[config.mk]
export PLATFORM = sky130hd
export DESIGN_NAME = adc_par_reader
export DESIGN_NICKNAME = d
export VERILOG_FILES = /design/src/rtl/adc_rd_pkg.sv /design/src/rtl/adc_busy_sync.sv /design/src/rtl/adc_sample_out.sv /design/src/rtl/adc_par_reader.sv
export SDC_FILE = /design/constraint.sdc
export NUM_CORES = 1
export LEC_CHECK = 0
export BUFFER_PORTS_ARGS = -buffer_cell sky130_fd_sc_hd__buf_2
export CORE_MARGIN = 1
export CORE_UTILIZATION = 49
export CTS_CLUSTER_SIZE = 40
export DETAILED_ROUTE_END_ITERATION = 6
export GPL_TIMING_DRIVEN = 0
export PLACE_DENSITY_LB_ADDON = 0.1
export SLEW_MARGIN = 10
export SYNTH_ARGS = -nofsm -noshare
export SYNTH_HDL_FRONTEND = slang
export SYNTH_SLANG_ARGS = --single-unit
[constraint.sdc]
create_clock -name clk -period 1.45 [get_ports clk]
set_input_delay 0.145 -clock clk [delete_from_list [all_inputs] [get_ports clk]]
set_output_delay 0.145 -clock clk [all_outputs]
set_load 0.01 [all_outputs]
[src/rtl/adc_rd_pkg.sv]
package adc_rd_pkg;

  typedef enum logic [1:0] {
    POL_AFTER  = 2'd0,
    POL_DURING = 2'd1,
    POL_CONT   = 2'd2
  } rd_pol_e;

  typedef enum logic [2:0] {
    ST_IDLE,
    ST_RST,
    ST_INIT,
    ST_READY,
    ST_START,
    ST_CONV,
    ST_READ
  } seq_st_e;

  // Map the raw policy code; the spare code behaves as read-after-convert.
  function automatic rd_pol_e decode_pol(input logic [1:0] code);
    case (code)
      2'd1:    decode_pol = POL_DURING;
      2'd2:    decode_pol = POL_CONT;
      default: decode_pol = POL_AFTER;
    endcase
  endfunction

endpackage

[src/rtl/adc_busy_sync.sv]
module adc_busy_sync (
  input  logic clk,
  input  logic rst_n,
  input  logic busy_async,
  output logic busy_s,
  output logic busy_fall
);
  logic [2:0] sh;

  always_ff @(posedge clk) begin
    if (!rst_n) sh <= '0;
    else        sh <= {sh[1:0], busy_async};
  end

  assign busy_s    = sh[1];
  assign busy_fall = sh[2] & ~sh[1];

  // a fall is only reported on a level that was high one cycle before
  assert_fall_after_high_R3: assert property (@(posedge clk) disable iff (!rst_n)
    busy_fall |-> $past(busy_s));
endmodule

[src/rtl/adc_sample_out.sv]
module adc_sample_out #(
  parameter int DW = 16
) (
  input  logic          clk,
  input  logic          rst_n,
  input  logic          cap_en,
  input  logic [DW-1:0] cap_word,
  input  logic          want_twos,
  input  logic          smp_ready,
  output logic          smp_valid,
  output logic [DW-1:0] smp_data,
  output logic          smp_overrun
);
  // straight binary <-> two's complement differ only in the top bit
  function automatic logic [DW-1:0] recode(input logic [DW-1:0] w, input logic to_twos);
    logic [DW-1:0] r;
    r         = w;
    r[DW-1]   = w[DW-1] ^ to_twos;
    return r;
  endfunction

  always_ff @(posedge clk) begin
    if (!rst_n) begin
      smp_valid   <= 1'b0;
      smp_data    <= '0;
      smp_overrun <= 1'b0;
    end else begin
      smp_overrun <= cap_en & smp_valid & ~smp_ready;
      if (cap_en) begin
        smp_valid <= 1'b1;
        smp_data  <= recode(cap_word, want_twos);
      end else if (smp_ready) begin
        smp_valid <= 1'b0;
      end
    end
  end

  assert_hold_pending_R8: assert property (@(posedge clk) disable iff (!rst_n)
    (smp_valid && !smp_ready && !cap_en) |=> (smp_valid && $stable(smp_data)));

  assert_overrun_needs_pending_R9: assert property (@(posedge clk) disable iff (!rst_n)
    smp_overrun |-> $past(smp_valid));
endmodule

[src/rtl/adc_par_reader.sv]
module adc_par_reader
  import adc_rd_pkg::*;
#(
  parameter int DW             = 16,
  parameter int SAMPLE_CLKS    = 188,
  parameter int RD_LOW_CLKS    = 2,
  parameter int HALF_CONV_CLKS = 60,
  parameter int RST_CLKS       = 4,
  parameter int TIMEOUT_CLKS   = 300
) (
  input  logic          clk,
  input  logic          rst_n,
  input  logic          run_start,
  input  logic          free_run,
  input  logic [1:0]    read_policy,
  input  logic          want_twos,
  output logic          adc_reset,
  output logic          adc_cnv_start,
  output logic          adc_cs_n,
  output logic          adc_rd_n,
  input  logic          adc_busy,
  input  logic [DW-1:0] adc_data,
  output logic          smp_valid,
  output logic [DW-1:0] smp_data,
  input  logic          smp_ready,
  output logic          smp_overrun,
  output logic          timeout_err
);
  localparam int CNT_TOP = ((SAMPLE_CLKS > TIMEOUT_CLKS) ? SAMPLE_CLKS : TIMEOUT_CLKS) + RST_CLKS + 2;
  localparam int CW      = $clog2(CNT_TOP) + 1;
  localparam int RCW     = $clog2(RD_LOW_CLKS) + 1;

  seq_st_e        st;
  rd_pol_e        pol_q;
  logic [CW-1:0]  cnt;
  logic [CW-1:0]  per_cnt;
  logic [RCW-1:0] rd_cnt;
  logic           rd_active, have_prev, req_q, tmo_q;

  // named internal events
  logic busy_s, busy_fall;
  logic rd_last, per_ok, tmo_hit, cap_en, want_conv;

  adc_busy_sync u_sync (
    .clk       (clk),
    .rst_n     (rst_n),
    .busy_async(adc_busy),
    .busy_s    (busy_s),
    .busy_fall (busy_fall)
  );

  assign rd_last   = rd_active && (rd_cnt == RCW'(RD_LOW_CLKS - 1));
  assign per_ok    = per_cnt >= CW'(SAMPLE_CLKS - 1);
  assign tmo_hit   = (cnt == CW'(TIMEOUT_CLKS - 1)) && !busy_fall;
  assign want_conv = req_q || run_start || free_run;
  assign cap_en    = rd_last || ((st == ST_CONV) && (pol_q == POL_CONT) && busy_fall);

  always_ff @(posedge clk) begin
    if (!rst_n) begin
      st        <= ST_IDLE;
      pol_q     <= POL_AFTER;
      cnt       <= '0;
      per_cnt   <= '0;
      rd_cnt    <= '0;
      rd_active <= 1'b0;
      have_prev <= 1'b0;
      req_q     <= 1'b0;
      tmo_q     <= 1'b0;
    end else begin
      tmo_q <= 1'b0;
      if (per_cnt != '1) per_cnt <= per_cnt + 1'b1;
      if (rd_active) begin
        rd_cnt <= rd_cnt + 1'b1;
        if (rd_last) rd_active <= 1'b0;
      end
      case (st)
        ST_IDLE: if (run_start) begin
          st        <= ST_RST;
          cnt       <= '0;
          pol_q     <= decode_pol(read_policy);
          have_prev <= 1'b0;
          req_q     <= 1'b0;
        end
        ST_RST: begin
          cnt <= cnt + 1'b1;
          if (cnt == CW'(RST_CLKS - 1)) begin
            st  <= ST_INIT;
            cnt <= '0;
          end
        end
        ST_INIT: begin
          cnt <= cnt + 1'b1;
          if (busy_fall) begin
            st      <= ST_READY;
            per_cnt <= '1;
          end else if (tmo_hit) begin
            st    <= ST_IDLE;
            tmo_q <= 1'b1;
          end
        end
        ST_READY: begin
          if (run_start) req_q <= 1'b1;
          if (want_conv && per_ok) begin
            st    <= ST_START;
            req_q <= 1'b0;
          end
        end
        ST_START: begin
          st      <= ST_CONV;
          per_cnt <= '0;
          cnt     <= '0;
          if (pol_q == POL_DURING && have_prev) begin
            rd_active <= 1'b1;
            rd_cnt    <= '0;
          end
        end
        ST_CONV: begin
          cnt <= cnt + 1'b1;
          if (busy_fall) begin
            have_prev <= 1'b1;
            if (pol_q == POL_AFTER) begin
              st        <= ST_READ;
              rd_active <= 1'b1;
              rd_cnt    <= '0;
            end else begin
              st <= ST_READY;
            end
          end else if (tmo_hit) begin
            st        <= ST_IDLE;
            tmo_q     <= 1'b1;
            rd_active <= 1'b0;
          end
        end
        ST_READ: if (rd_last) st <= ST_READY;
        default: st <= ST_IDLE;
      endcase
    end
  end

  assign adc_reset     = (st == ST_RST);
  assign adc_cnv_start = (st == ST_START);
  assign adc_cs_n      = !((pol_q == POL_CONT) || rd_active);
  assign adc_rd_n      = !((pol_q == POL_CONT) || rd_active);
  assign timeout_err   = tmo_q;

  adc_sample_out #(.DW(DW)) u_out (
    .clk        (clk),
    .rst_n      (rst_n),
    .cap_en     (cap_en),
    .cap_word   (adc_data),
    .want_twos  (want_twos),
    .smp_ready  (smp_ready),
    .smp_valid  (smp_valid),
    .smp_data   (smp_data),
    .smp_overrun(smp_overrun)
  );

  // ---- observation state for the assertions ----
  logic [CW-1:0] conv_age;
  logic          conv_seen, init_seen;

  always_ff @(posedge clk) begin
    if (!rst_n) begin
      conv_age  <= '0;
      conv_seen <= 1'b0;
      init_seen <= 1'b0;
    end else begin
      if (adc_cnv_start) begin
        conv_age  <= CW'(1);
        conv_seen <= 1'b1;
      end else if (conv_age != '1) begin
        conv_age <= conv_age + 1'b1;
      end
      if (adc_reset)      init_seen <= 1'b0;
      else if (busy_fall) init_seen <= 1'b1;
    end
  end

  assert_capture_bus_open_R1: assert property (@(posedge clk) disable iff (!rst_n)
    cap_en |-> (!adc_cs_n && !adc_rd_n));

  assert_no_strobe_in_reset_R2: assert property (@(posedge clk) disable iff (!rst_n)
    adc_reset |-> !adc_cnv_start);

  assert_strobe_after_init_R3: assert property (@(posedge clk) disable iff (!rst_n)
    adc_cnv_start |-> init_seen);

  assert_after_read_idle_busy_R4: assert property (@(posedge clk) disable iff (!rst_n)
    (pol_q == POL_AFTER && !adc_rd_n) |-> !busy_s);

  assert_during_read_window_R5: assert property (@(posedge clk) disable iff (!rst_n)
    (pol_q == POL_DURING && !adc_rd_n) |-> (conv_age < CW'(HALF_CONV_CLKS)));

  assert_strobe_spacing_R10: assert property (@(posedge clk) disable iff (!rst_n)
    (adc_cnv_start && conv_seen) |-> (conv_age >= CW'(SAMPLE_CLKS)));

  assert_strobe_single_R12: assert property (@(posedge clk) disable iff (!rst_n)
    adc_cnv_start |=> !adc_cnv_start);
endmodule

==> impl_metrics.env, run 1 <==
export IMPL_grt_max_degree=19
export IMPL_cts_sinks=52
export IMPL_initial_utilization_pct=51.37
export IMPL_ys_ff_latch=52
export IMPL_period_minus_slack_ns=1.622
export IMPL_post_place_ws_ns=-0.2522
export IMPL_min_path_cells=2
export IMPL_avgSynthCellArea_sq_um=9.140
export IMPL_p_leak_nw=1.314
export IMPL_rsz0062_at_grt="yes"
export IMPL_slew_viol_final=0
export IMPL_synth_largest_area_cell="dfxtp_1"
export IMPL_async_reset_ff_share_pct=0
export IMPL_portBuffers=47
export IMPL_grt_overflow_total=0
export IMPL_min_to="u_sync.sh[0]$_SDFF_PN0_"
export IMPL_synthFlopType="dfxtp_1"
export IMPL_grt_pass1_wl_um=8763
export IMPL_finalNonFillerCells=409
export IMPL_placedCellCount=383
export IMPL_synth_top_area_share_pct=42.34
export IMPL_fp_dieArea_sq_um=5305
export IMPL_die_h_um=72.84
export IMPL_crit_path_end_kind="flop"
export IMPL_hold_buffers=0
export IMPL_synth_seq_area_share_pct=42.34
export IMPL_insertion_delay_ns=0.31
export IMPL_reg2reg_to="st[2]$_SDFFE_PN0P_"
export IMPL_worst_slew_pin_slew_ns=0.6211
export IMPL_synthTopCellsByArea="dfxtp_1, mux2i_1, nor2b_1"
export IMPL_core_area_sq_um=4786
export IMPL_maxCapViolCount=0
export IMPL_gr_usage_all_layers_pct=21.07
export IMPL_route_detailed_drc=0
export IMPL_worstPathRequired_ns=1.70
export IMPL_wl_um=5435
export IMPL_startpoint_type="flop"
export IMPL_status="complete, but fails checks"
export IMPL_worst_clock_skew_ns=0.005161
export IMPL_synthToLayoutAreaGrowth_pct=35.42
export IMPL_critPathMaxFanout=4
export IMPL_reg2reg_slack_ns=-0.17
export IMPL_vias=2151
export IMPL_yosysUniqueCellTypes=48
export IMPL_clk_pin_slew_ns=0.10
export IMPL_cts_root_buf="clkbuf_8"
export IMPL_violations="setup timing"
export IMPL_arrival_ns=1.87
export IMPL_synth_edff_count=0
export IMPL_hold_class="primary input to flop"
export IMPL_cellPowerDensity_nw_per_um2=1146
export IMPL_holdCritStartpoint="adc_busy"
export IMPL_post_drt_wl_per_cell_um=13.29
export IMPL_netlist_instances=269
export IMPL_antenna_found_initial=0
export IMPL_rows=25
export IMPL_ys_warn_count=0
export IMPL_syn_cell_area_sq_um=2459
export IMPL_final_nets=369
export IMPL_ant_nets=0
export IMPL_layout_drive_gt1_share_pct=41.81
export IMPL_reg2reg_from="per_cnt[1]$_SDFF_PN0_"
export IMPL_h_tree_depth=2
export IMPL_drt_iter0_markers=115
export IMPL_path_class="flop to flop"
export IMPL_whs_ns=0.03780
export IMPL_ff2ff_path_depth=6
export IMPL_grt_pass1_vias=1970
export IMPL_vias_per_cell=5.259
export IMPL_setup_slack_ns=-0.1724
export IMPL_clock_path_buffers=2
export IMPL_power_total_mw=3.816
export IMPL_max_freq_mhz=616.4
export IMPL_vdd_ir_drop_worst_v=0.0006501
export IMPL_die_x_um=72.84
export IMPL_dp_hpwl_um=3494
export IMPL_cts_tree="yes"
export IMPL_cts_buffers_inserted=5
export IMPL_stdcell_area_sq_um=3329
export IMPL_hold_violations=0
export IMPL_io_pins=48
export IMPL_first_pass_iters=4
export IMPL_synth_fp_nets=297
export IMPL_relSlewSlack_pct=58.59
export IMPL_place_congestion=0.7878
export IMPL_timing_setup_tns_ns=-2.209
export IMPL_antenna_cells=0
export IMPL_setup_viol=33
export IMPL_place_area_sq_um=2841
export IMPL_utilization_pct=69.57
export IMPL_finalCritPeriodShare_pct=111.9
final cells by class:
class / count / area (sq um)
well taps: 67 / 83.83
repair buffers: 67 / 416.7
inverters: 4 / 15.01
clock inverters: 3 / 27.53
plain buffers: 13 / 97.59
multi-input cells: 198 / 1551
flip-flops and latches: 52 / 1069
clock buffers: 5 / 68.82
fillers: 399 / 1456
where the power goes:
part           total [mW]  switching, mW  leakage [nW]  internal, mW
clock network       0.896          0.540        0.0463         0.356
logic                1.32          0.688         0.839         0.634
registers            1.60         0.0814         0.429          1.52
flip-flops by register name, summed over array words and instances (netlist names), 2 cells and up:
register        cells
cnt                10
rd_cnt              2
per_cnt            10
u_out.smp_data     16
pol_q               2
u_sync.sh           3
st                  3
placed cells by master (no fill, tap or decap), types with 5 or more instances in the layout:
cell,count
buf_6,5
xnor2_1,10
xor2_1,7
nand3_1,7
nor2_1,14
dfxtp_2,13
mux2i_1,16
nor2b_1,18
nand2b_1,7
a21oi_1,13
dfxtp_1,36
clkbuf_8,5
and3_1,7
buf_2,48
buf_4,18
o21ai_1,7
nand2_1,12
metal layers:
metal | part of all wire [%] | GRT usage (%)
met1 | 47 | 27.26
met2 | 48 | 35.10
met3 | 3.3 | 4.834
met4 | 1.1 | 6.100
met5 | 0 | 0
what timing repair did:
item                                   CTS  global route
cloned                                   1             0
resized for setup                       37            38
buffers inserted                        10             9
endpoints found under the hold margin    0             0
setup endpoints to repair               46            47
pin swaps                               20            16
synthesized netlist by cell type (2+ instances only):
library cell,count
nand2_1,16
clkbuf_1,9
and2_1,4
buf_4,3
nor2b_1,20
a21o_1,3
nand3_1,10
a21oi_1,17
dfxtp_1,52
nand3b_1,4
xor2_1,7
ha_1,3
nor3_1,7
o21ai_0,8
nand4_1,4
buf_2,2
nor3b_1,4
mux2i_1,16
or3_1,3
a21boi_0,2
o211ai_1,2
a31oi_1,2
xnor2_1,10
inv_1,4
o21ai_1,4
a211oi_1,2
and3_1,8
nand2b_1,9
nor2_1,15
worst max-delay path, stage by stage, from the launching register on:
cell and delay (ns):
dfxtp_2 0.37, ha_4 0.16, o21ai_0 0.10, o21ai_1 0.29
a21oi_2 0.15, or3_1 0.37, o21ai_1 0.12
how the worst max path moves through the flow:
stage | startpoint | endpoint | slack (ns) | depth (start not counted)
global route | per_cnt[1]$_SDFF_PN0_ | st[2]$_SDFFE_PN0P_ | -0.23 | 6
floorplan | cnt[1]$_SDFFE_PN0P_ | st[2]$_SDFFE_PN0P_ | -0.04 | 6
finish | per_cnt[1]$_SDFF_PN0_ | st[2]$_SDFFE_PN0P_ | -0.17 | 6
detailed placement | st[1]$_SDFFE_PN0P_ | cnt[4]$_SDFFE_PN0P_ | -0.25 | 6
CTS | cnt[7]$_SDFFE_PN0P_ | st[1]$_SDFFE_PN0P_ | -0.14 | 5
global placement | st[1]$_SDFFE_PN0P_ | cnt[2]$_SDFFE_PN0P_ | -0.20 | 6
cell families after synthesis:
| kind of cell | count (synthesis) | share of synthesized area, % |
|---|---|---|
| flip-flops | 52 | 42.34 |
| AO/OA/AOI/OAI | 52 | 14.40 |
| adder cells (fa/ha/maj) | 3 | 1.527 |
| buffers and inverters | 19 | 3.766 |
| AND/OR/NAND/NOR | 110 | 25.39 |
| multiplexers | 16 | 6.514 |
| XOR/XNOR | 17 | 6.056 |
(Power assumes the default switching activity.)
==> inputs of run 2 (changes only) <==
--- a/config.mk
+++ b/config.mk
@@ -7,7 +7,7 @@
 export LEC_CHECK = 0
 export BUFFER_PORTS_ARGS = -buffer_cell sky130_fd_sc_hd__buf_2
 export CORE_MARGIN = 1
-export CORE_UTILIZATION = 49
+export CORE_UTILIZATION = 54
 export CTS_CLUSTER_SIZE = 40
 export DETAILED_ROUTE_END_ITERATION = 6
 export GPL_TIMING_DRIVEN = 0
==> constraint.sdc (replaced) <==
create_clock -name clk -period 1.5 [get_ports clk]
set_input_delay 0.15 -clock clk [delete_from_list [all_inputs] [get_ports clk]]
set_output_delay 0.15 -clock clk [all_outputs]
set_load 0.01 [all_outputs]
==> run 2 against run 1 <==
Net effect: the flow still finishes with violations (setup timing); via count is 0.23% lower; die area shrank 9.0%; design area down 3.3%; critical endpoint unchanged; largest cell class unchanged; largest power group unchanged.
==> impl_metrics.env, run 2 (synthesis results as in run 1) <==
export IMPL_worst_path_largest_cell_delay_ns=0.36
export IMPL_cts_root_buf="clkbuf_8"
export IMPL_clk_pin_slew_ns=0.09
export IMPL_top_register="u_out.smp_data"
export IMPL_final_fill_count=334
export IMPL_vias_per_cell=5.503
export IMPL_ff2ff_path_depth=5
export IMPL_h_tree_depth=2
export IMPL_grt_max_degree=16
export IMPL_clkPwrFrac_pct=25.7
export IMPL_fp_dieArea_sq_um=4827
export IMPL_layout_drive_gt1_share_pct=37.57
export IMPL_maxCapViolCount=0
export IMPL_synthToLayoutAreaGrowth_pct=30.94
export IMPL_utilization_pct=73.94
export IMPL_worstPathCellList="nor4_4 > a31oi_4 > o21bai_4 > or3_1 > o21ai_1"
export IMPL_insertion_delay_ns=0.31
export IMPL_setup_slack_ns=-0.1152
export IMPL_wl_um=5325
export IMPL_status="complete, but fails checks"
export IMPL_arrival_ns=1.85
export IMPL_largestRegisters="u_out.smp_data (16), cnt (10), per_cnt (10)"
export IMPL_violations="setup timing"
export IMPL_post_place_ws_ns=-0.2477
export IMPL_route_detailed_drc=0
export IMPL_die_h_um=69.48
export IMPL_worstPathRequired_ns=1.74
export IMPL_core_area_sq_um=4354
export IMPL_worst_slew_pin_slew_ns=0.5770
export IMPL_cts_buffers_inserted=5
export IMPL_cellPowerDensity_nw_per_um2=1158
export IMPL_die_x_um=69.48
export IMPL_crit_path_end_kind="flop"
export IMPL_drt_iter0_markers=81
export IMPL_initial_utilization_pct=56.47
export IMPL_largest_reg_flops=16
export IMPL_timing_setup_tns_ns=-1.027
export IMPL_path_class="flop to flop"
export IMPL_grt_pass1_wl_um=8659
export IMPL_antenna_found_initial=0
export IMPL_cp_endpoint="st[2]$_SDFFE_PN0P_"
export IMPL_reg2reg_from="cnt[4]$_SDFFE_PN0P_"
export IMPL_comb_power_share_pct=32.9
export IMPL_gr_usage_all_layers_pct=22.01
export IMPL_post_drt_wl_per_cell_um=13.65
export IMPL_ant_nets=0
export IMPL_rows=24
export IMPL_hold_class="primary input to flop"
export IMPL_reg2reg_slack_ns=-0.12
export IMPL_dp_hpwl_um=3443
export IMPL_cts_tree="yes"
export IMPL_clock_path_buffers=2
export IMPL_p_leak_nw=1.283
export IMPL_power_switching_share_pct=31.60
export IMPL_period_minus_slack_ns=1.615
export IMPL_slew_viol_final=0
export IMPL_grt_overflow_total=0
export IMPL_sequentialPowerShare_pct=41.4
export IMPL_cts_sinks=52
export IMPL_startpoint_type="flop"
export IMPL_power_total_mw=3.727
export IMPL_first_pass_iters=4
export IMPL_grt_pass1_vias=1955
export IMPL_place_congestion=0.7736
export IMPL_final_cell_mix="buf_2, dfxtp_1, nor2b_1, mux2i_1, nor2_1"
export IMPL_io_pins=48
export IMPL_crit_slowest_cell="dfxtp_4"
export IMPL_max_freq_mhz=619.1
export IMPL_vias=2146
export IMPL_setup_viol=26
export IMPL_relSlewSlack_pct=61.53
export IMPL_p_int_mw=2.549
export IMPL_antenna_cells=0
export IMPL_vdd_ir_drop_worst_v=0.0007021
export IMPL_worst_clock_skew_ns=0.004965
export IMPL_rsz0062_at_grt="yes"
export IMPL_hold_violations=0
export IMPL_finalCritPeriodShare_pct=107.7
export IMPL_critPathMaxFanout=5
export IMPL_final_common_cell="buf_2"
export IMPL_crit_path_start="cnt[4]$_SDFFE_PN0P_"
export IMPL_reg2reg_to="st[2]$_SDFFE_PN0P_"
export IMPL_final_nets=365
export IMPL_portBuffers=47
export IMPL_p_sw_mw=1.178
export IMPL_hold_buffers=0
[run 2: changes by cell type in the layout (fill, tap and decap cells not counted), moves of 2 or more]
cell / before / now
nand2_4: 2 / 0
nor3b_1: 1 / 3
buf_4: 18 / 14
dfxtp_2: 13 / 11
[run 2: layout make-up]
| cell class | instances | area [sq um] | area share, % |
|---|---|---|---|
| flip-flops and latches | 52 | 1070 | 33.23 |
| well taps | 52 | 65.06 | 2.021 |
| plain buffers | 13 | 96.34 | 2.993 |
| repair buffers | 63 | 387.9 | 12.05 |
| clock buffers | 6 | 72.57 | 2.254 |
| multi-input cells | 198 | 1478 | 45.90 |
| inverters | 4 | 15.01 | 0.4664 |
| clock inverters | 2 | 35.03 | 1.088 |
[run 2: metrics by stage]
stage,std cells,hold WS [ns],instance area (sq um)
finish,390,0.04672,3219
floorplan,269,0.2773,2491
detailed placement,368,0.3619,2791
global placement,368,0.3608,2791
global route,390,0.06212,3219
CTS,384,0.04206,3089
[run 2: worst min-delay path by stage]
stage / startpoint / to / slack [ns] / cells past startpoint
3_5_place_dp: adc_busy / u_sync.sh[0]$_SDFF_PN0_ / 0.36 / 2
6_report: adc_busy / u_sync.sh[0]$_SDFF_PN0_ / 0.05 / 2
3_3_place_gp: adc_busy / u_sync.sh[0]$_SDFF_PN0_ / 0.36 / 2
2_1_floorplan: adc_busy / u_sync.sh[0]$_SDFF_PN0_ / 0.28 / 1
4_1_cts: adc_busy / u_sync.sh[0]$_SDFF_PN0_ / 0.04 / 2
5_1_grt: adc_busy / u_sync.sh[0]$_SDFF_PN0_ / 0.06 / 2
[run 2: critical path: cells and delay by family (launching register included)]
family          cells  cell delay (ns)
simple gates        2             0.67
compound gates      3             0.50
flops               1             0.36
[run 2: power groups by stage]
stage          logic [mW]  clock network (mW)  registers, mW
3_5_place_dp        0.875                   0           1.55
5_1_grt              1.33                1.03           1.56
2_1_floorplan       0.681                   0           1.54
6_report             1.23               0.958           1.54
3_3_place_gp        0.857                   0           1.55
4_1_cts              1.10               0.965           1.53
[run 2: timing repair]
action                                  in CTS  in global routing
pin swaps                                   13                 15
cloned                                       0                  2
gates resized for setup                     40                 25
buffers inserted                             9                  5
endpoints found under the setup margin      36                 45
[run 2: routing by layer]
layer / up-vias / global-route usage [%] / wire length [um]
met5: - / 0 / 0
met4: 0 / 6.349 / 71
met3: 8 / 5.523 / 202
met2: 49 / 35.06 / 2444
met1: 1003 / 29.52 / 2606
li1: 1086 / - / -
